### src/rtl/rst_src_pkg.sv
package rst_src_pkg;
  localparam int NUM_CAUSE = 6;
  localparam int C_SW       = 0;
  localparam int C_LP_STOP  = 1;
  localparam int C_LP_STDBY = 2;
  localparam int C_OPT_LOAD = 3;
  localparam int C_PWR_ON   = 4;
  localparam int C_STDBY_EX = 5;

  localparam int NUM_DOM = 3;
  localparam int D_SYS = 0;
  localparam int D_PWR = 1;
  localparam int D_BKP = 2;
endpackage

### src/rtl/rst_pulse_stretch.sv
module rst_pulse_stretch #(
  parameter int unsigned PULSE_W = 16
) (
  input  logic clk_i,
  input  logic rst_ni,
  input  logic req_i,
  output logic rst_o
);
  localparam int unsigned CW = $clog2(PULSE_W + 1);
  localparam logic [CW-1:0] LOAD = CW'(PULSE_W);
  localparam logic [CW-1:0] ONE  = CW'(1);

  logic [CW-1:0] cnt_q;
  logic          rst_q;

  always_ff @(posedge clk_i or negedge rst_ni) begin
    if (!rst_ni) begin
      cnt_q <= LOAD;
      rst_q <= 1'b1;
    end else begin
      // output registered: high while the request or more than one count remains
      rst_q <= req_i || (cnt_q > ONE);
      if (req_i)            cnt_q <= LOAD;
      else if (cnt_q != '0) cnt_q <= cnt_q - ONE;
    end
  end

  assign rst_o = rst_q;
endmodule

### src/rtl/rst_cause_flags.sv
module rst_cause_flags #(
  parameter int N = 6
) (
  input  logic         clk_i,
  input  logic         rst_ni,
  input  logic [N-1:0] set_i,
  input  logic         pwr_clr_i,
  input  logic         sw_clr_i,
  output logic [N-1:0] flags_o
);
  logic [N-1:0] flags_q;

  always_ff @(posedge clk_i or negedge rst_ni) begin
    if (!rst_ni) flags_q <= '0;
    else         flags_q <= ((pwr_clr_i || sw_clr_i) ? '0 : flags_q) | set_i;
  end

  assign flags_o = flags_q;
endmodule

### src/rtl/rst_src_ctrl.sv
module rst_src_ctrl
  import rst_src_pkg::*;
#(
  parameter int unsigned PULSE_W      = 16,
  parameter int unsigned FLASH_CR_W   = 32,
  parameter int unsigned OPT_LOAD_BIT = 13
) (
  input  logic                  clk_i,
  input  logic                  rst_ni,
  input  logic                  sw_rst_req_i,
  input  logic                  stop_entry_i,
  input  logic                  stdby_entry_i,
  input  logic                  stop_keep_cfg_i,
  input  logic                  stdby_keep_cfg_i,
  input  logic                  flash_cr_wr_i,
  input  logic [FLASH_CR_W-1:0] flash_cr_wdata_i,
  input  logic                  bkp_sw_rst_i,
  input  logic                  main_pwr_ok_i,
  input  logic                  bat_pwr_ok_i,
  input  logic                  stdby_exit_i,
  input  logic                  clr_flags_i,
  output logic                  sys_rst_o,
  output logic                  pwr_rst_o,
  output logic                  bkp_rst_o,
  output logic                  lp_block_o,
  output logic [NUM_CAUSE-1:0]  cause_o
);
  localparam logic [FLASH_CR_W-1:0] OBL_MASK = FLASH_CR_W'(1) << OPT_LOAD_BIT;

  logic main_ok_q, bat_ok_q;
  logic stop_conv, stdby_conv, obl_req, pwr_req, sys_req, bkp_req;
  logic [NUM_DOM-1:0]   dom_req, dom_rst;
  logic [NUM_CAUSE-1:0] cause_set;

  always_ff @(posedge clk_i or negedge rst_ni) begin
    if (!rst_ni) begin
      main_ok_q <= 1'b0;
      bat_ok_q  <= 1'b0;
    end else begin
      main_ok_q <= main_pwr_ok_i;
      bat_ok_q  <= bat_pwr_ok_i;
    end
  end

  assign stop_conv  = stop_entry_i  && !stop_keep_cfg_i;
  assign stdby_conv = stdby_entry_i && !stdby_keep_cfg_i;
  assign obl_req    = flash_cr_wr_i && |(flash_cr_wdata_i & OBL_MASK);
  assign pwr_req    = !main_ok_q || stdby_exit_i;
  assign sys_req    = sw_rst_req_i || stop_conv || stdby_conv || obl_req || pwr_req;
  // backup scope: own software bit, or both supplies absent
  assign bkp_req    = bkp_sw_rst_i || (!main_ok_q && !bat_ok_q);

  assign lp_block_o = stop_conv || stdby_conv;

  always_comb begin
    dom_req        = '0;
    dom_req[D_SYS] = sys_req;
    dom_req[D_PWR] = pwr_req;
    dom_req[D_BKP] = bkp_req;
  end

  for (genvar d = 0; d < NUM_DOM; d++) begin : g_dom
    rst_pulse_stretch #(.PULSE_W(PULSE_W)) i_stretch (
      .clk_i (clk_i),
      .rst_ni(rst_ni),
      .req_i (dom_req[d]),
      .rst_o (dom_rst[d])
    );
  end

  assign sys_rst_o = dom_rst[D_SYS];
  assign pwr_rst_o = dom_rst[D_PWR];
  assign bkp_rst_o = dom_rst[D_BKP];

  always_comb begin
    cause_set             = '0;
    cause_set[C_SW]       = sw_rst_req_i;
    cause_set[C_LP_STOP]  = stop_conv;
    cause_set[C_LP_STDBY] = stdby_conv;
    cause_set[C_OPT_LOAD] = obl_req;
    cause_set[C_PWR_ON]   = !main_ok_q;
    cause_set[C_STDBY_EX] = stdby_exit_i;
  end

  rst_cause_flags #(.N(NUM_CAUSE)) i_flags (
    .clk_i    (clk_i),
    .rst_ni   (rst_ni),
    .set_i    (cause_set),
    .pwr_clr_i(pwr_req),
    .sw_clr_i (clr_flags_i),
    .flags_o  (cause_o)
  );
endmodule

### config.mk
export PLATFORM = sky130hd
export DESIGN_NAME = rst_src_ctrl
export DESIGN_NICKNAME = d
export VERILOG_FILES = /design/src/rtl/rst_src_pkg.sv /design/src/rtl/rst_pulse_stretch.sv /design/src/rtl/rst_cause_flags.sv /design/src/rtl/rst_src_ctrl.sv
export SDC_FILE = /design/constraint.sdc
export NUM_CORES = 1
export LEC_CHECK = 0
export ABC_CLOCK_PERIOD_IN_PS = 2400
export BUFFER_PORTS_ARGS = -buffer_cell sky130_fd_sc_hd__buf_2
export CORE_ASPECT_RATIO = 0.8
export CORE_UTILIZATION = 45
export CTS_CLUSTER_DIAMETER = 60
export DETAILED_ROUTE_END_ITERATION = 8
export GPL_TIMING_DRIVEN = 0
export PLACE_DENSITY_LB_ADDON = 0.08
export SLEW_MARGIN = 20
export SYNTH_ARGS = -nofsm -noshare
export SYNTH_HDL_FRONTEND = slang
export SYNTH_SLANG_ARGS = --single-unit
### constraint.sdc
create_clock -name clk_i -period 2.4 [get_ports clk_i]
set_input_delay 0.48 -clock clk_i [delete_from_list [all_inputs] [get_ports clk_i]]
set_output_delay 0.48 -clock clk_i [all_outputs]
set_load 0.05 [all_outputs]
==> impl_summary.md <==
Run status
The flow ran to the end, and the final reports show no timing, DRC or antenna violations.

CTS
TritonCTS built the clock tree. The buffer cell driving the clock tree root is sky130_fd_sc_hd__clkbuf_4. Clock tree synthesis inserted a total of 3 buffers. The clock transition at the register clock pins on the worst setup and hold paths after CTS is 0.15 ns. At the later pin of the worst-skew pair, clock insertion delay measures 0.33 ns. The H-tree depth is 1. The deepest clock path buffer count is 2. The total number of clock tree sinks is 26. The number of hold-repair buffers added at the cts stage is 0.

The number of cells upsized or downsized after cts is 0. The number of buffers inserted by post-CTS setup repair is 0.

Place
The final weighted congestion of routability-driven global placement is 0.807. In this run the cell area measured after placement is 0.00138 mm^2. The count of buffers added on input and output ports is 23.

The placement-stage worst setup slack is 0.756 ns. Summed over all nets, the half-perimeter wirelength after detailed placement is 1500 um.

GRT
The number of global-route vias before repair is 793. Global routing consumed, over all layers together, 16.1% of the routing resources. The first global-routing pass estimated 3500 um of wire. Entering global routing, the biggest net connects 27 pins. The number of antenna violations at the first check in global routing is 0. Global routing finished with a remaining overflow of 0.

Timing
After layout, the minimum clock period comes to 1.62 ns. The pin slew with the least headroom to its limit is 0.561 ns. The final critical path takes up 67.4% of the cycle. The max-slew violation count is 0. The slack of the critical path is 0.783 ns. Setup repair after global routing left no endpoint under its margin.

Headroom to the max-slew limit came out at 62.6%. Clock skew on the completed layout was measured at 0.0112 ns. The number of setup violations in the final report is 0. The fmax is 619 MHz.

The final hold violation count is 0. The summed negative setup slack over all endpoints is 0 ns.

Layout
At the end of the flow, the number of nets in the layout was 188. The antenna diode count is 0. Compared with the post-synthesis result, the final layout area differs by 17.4%. The core occupancy in the finished layout is 57.4%. After routing the design area is 0.00144 mm^2. In the final layout, the share of cells above drive strength 1 is 30.9%.

Die
The I/O pin count is 55. The initial utilization of the core area, before any placement, comes to 48.9%. The core area is 0.00250 mm^2.

The die boundary width is 60.3 um. The die area is 0.00293 mm^2. The site row count is 16.

In this run the vertical extent of the chip is 48.6 um.

Synth
The flip-flop cell with the highest count after synthesis is sky130_fd_sc_hd__dfrtp_1. In the synthesized netlist, the cells that appear most often are sky130_fd_sc_hd__dfrtp_1, sky130_fd_sc_hd__nor2_1, sky130_fd_sc_hd__nand2b_1. By instance count, the leading cell after synthesis is sky130_fd_sc_hd__dfrtp_1.

The number of flops mapped to enable cells by yosys is 0. The cell accounting for the most synthesized area is sky130_fd_sc_hd__dfrtp_1. Yosys printed 0 warnings. The post-synthesis average cell area is 11.2 um^2. The cell area that synthesis handed to floorplanning was 0.00122 mm^2. The synthesized design contains 26 register bits. The distinct cell type count after synthesis is 27. The sequential share of the synthesized area is 53.8%. When the netlist entered floorplanning its net count stood at 160. Yosys attributes the largest share of cell area to sky130_fd_sc_hd__dfrtp_1, sky130_fd_sc_hd__dfstp_2, sky130_fd_sc_hd__ha_1. For this run, asynchronously set or reset flops after synthesis account for 100%. The synthesized design devotes to its leading area cell type 40.9% of total area. Synthesis produced 109 cells.

Power and ir drop
VDD sags by at most 496 uV. Summed over all cells, the static leakage comes to 0.680 nW. Dividing total power by cell area gives a power density of 704 mW/mm^2.

Critical path
The cell count of the worst reg-to-reg path is 4. The worst setup slack for register-to-register paths is 0.78 ns. The startpoint of the lowest-slack register-to-register path is g_dom[1].i_stretch.cnt_q[0]$_DFFE_PN0P_. Of all nets on the critical path, the largest fanout is 5. The worst setup path is of the reg -> reg kind. The endpoint of the worst-slack reg-to-reg timing path is g_dom[1].i_stretch.cnt_q[1]$_DFFE_PN0P_. The kind of capture point of the worst setup path is a register. The required time reported for the critical path endpoint is 2.64 ns. For the worst setup path, the data arrival time is 1.85 ns.

The category of the worst setup path launch point is a register.

Detailed routing
The initial DRC count is 26. Dividing the detail-routed wire length by the instance count gives 12.1 um. The DRC violation count after routing is 0. Detailed routing inserted a total of 861 vias. The iteration count of the initial detailed-routing pass is 4. The post-detailed-route count of antenna-violating nets is 0.

In the routed layout, each cell is associated on average with a via count of 5.01. Summed over all layers, the routed wires come to 2080 um.

Worst hold path
In this run the worst hold path is classified as in -> async.

Run
The max-capacitance violation count is 0.
layer usage:
layer | GRT usage [%] | wire [um] | vias to the layer above
met5 | 0 | 0 | -
met4 | 1.16 | 10 | 0
met3 | 5.61 | 89 | 2
met2 | 26.7 | 1020 | 16
met1 | 20.9 | 960 | 407
li1 | - | - | 436
where the power goes:
| part | internal (mW) | total, mW | switching [mW] |
|---|---|---|---|
| logic | 0.0838 | 0.194 | 0.110 |
| clock network | 0.169 | 0.302 | 0.133 |
| registers | 0.477 | 0.515 | 0.0373 |
final cells by class:
cell class | instances | area (um^2)
clock buffer | 3 | 22.5
inverter | 7 | 26.3
clock inverter | 1 | 30.0
sequential | 26 | 658
multi-input combinational | 76 | 539
tap | 36 | 45.0
fill | 224 | 1070
timing repair buffer | 23 | 115
how the worst max path moves through the flow:
stage / start / endpoint / slack, ns / cells after the start
after floorplan: stop_keep_cfg_i / lp_block_o / 0.93 / 2
after global placement: sw_rst_req_i / g_dom[0].i_stretch.rst_o$_DFF_PN1_ / 0.76 / 4
after detailed placement: sw_rst_req_i / g_dom[0].i_stretch.rst_o$_DFF_PN1_ / 0.76 / 4
after CTS: g_dom[1].i_stretch.cnt_q[0]$_DFFE_PN0P_ / g_dom[1].i_stretch.cnt_q[1]$_DFFE_PN0P_ / 0.79 / 4
after global routing: g_dom[1].i_stretch.cnt_q[0]$_DFFE_PN0P_ / g_dom[1].i_stretch.cnt_q[1]$_DFFE_PN0P_ / 0.67 / 4
final: g_dom[1].i_stretch.cnt_q[0]$_DFFE_PN0P_ / g_dom[1].i_stretch.cnt_q[1]$_DFFE_PN0P_ / 0.78 / 4
cell families (layout without fill, tap and decap cells):
| logic type | Yosys count | after routing | synth area share [%] |
|---|---|---|---|
| AO/OA/AOI/OAI | 24 | 24 | 13.8 |
| XOR/XNOR | 3 | 3 | 2.15 |
| adder cells (fa/ha/maj) | 6 | 6 | 6.13 |
| buffers and inverters | 7 | 34 | 2.15 |
| flip-flops | 26 | 26 | 53.8 |
| multiplexers | 1 | 1 | 0.920 |
| AND/OR/NAND/NOR | 42 | 42 | 21.1 |
through the flow:
stage / power, mW / instances / hold WS [ns]
2_1_floorplan: 0.661 / 109 / 0.184
3_3_place_gp: 0.708 / 168 / 0.455
3_5_place_dp: 0.716 / 168 / 0.464
4_1_cts: 1.02 / 172 / 0.136
5_1_grt: 1.07 / 172 / 0.151
6_report: 1.01 / 172 / 0.113
state kept, by name, summed over array words and instances (netlist names):
signal	cells
g_dom.i_stretch.cnt_q	15
main_ok_q	1
bat_ok_q	1
g_dom.i_stretch.rst_o	3
i_flags.flags_o	6
layout by cell type, fill, tap and decap left out, types with 5 or more instances in the layout:
cell	netlist	routed
sky130_fd_sc_hd__a21o_1	5	5
sky130_fd_sc_hd__a21oi_1	6	6
sky130_fd_sc_hd__buf_2	0	23
sky130_fd_sc_hd__dfrtp_1	20	20
sky130_fd_sc_hd__dfstp_2	6	6
sky130_fd_sc_hd__ha_1	6	6
sky130_fd_sc_hd__inv_1	7	7
sky130_fd_sc_hd__nand2_1	5	5
sky130_fd_sc_hd__nand2b_1	9	9
sky130_fd_sc_hd__nor2_1	13	13
critical path: stages (launching register included):
cell and delay [ns]:
sky130_fd_sc_hd__dfrtp_1 0.46, sky130_fd_sc_hd__inv_1 0.08, sky130_fd_sc_hd__ha_1 0.22, sky130_fd_sc_hd__or4b_4 0.52, sky130_fd_sc_hd__a211oi_1 0.26
Note: power is estimated with default switching activity, not from simulation.
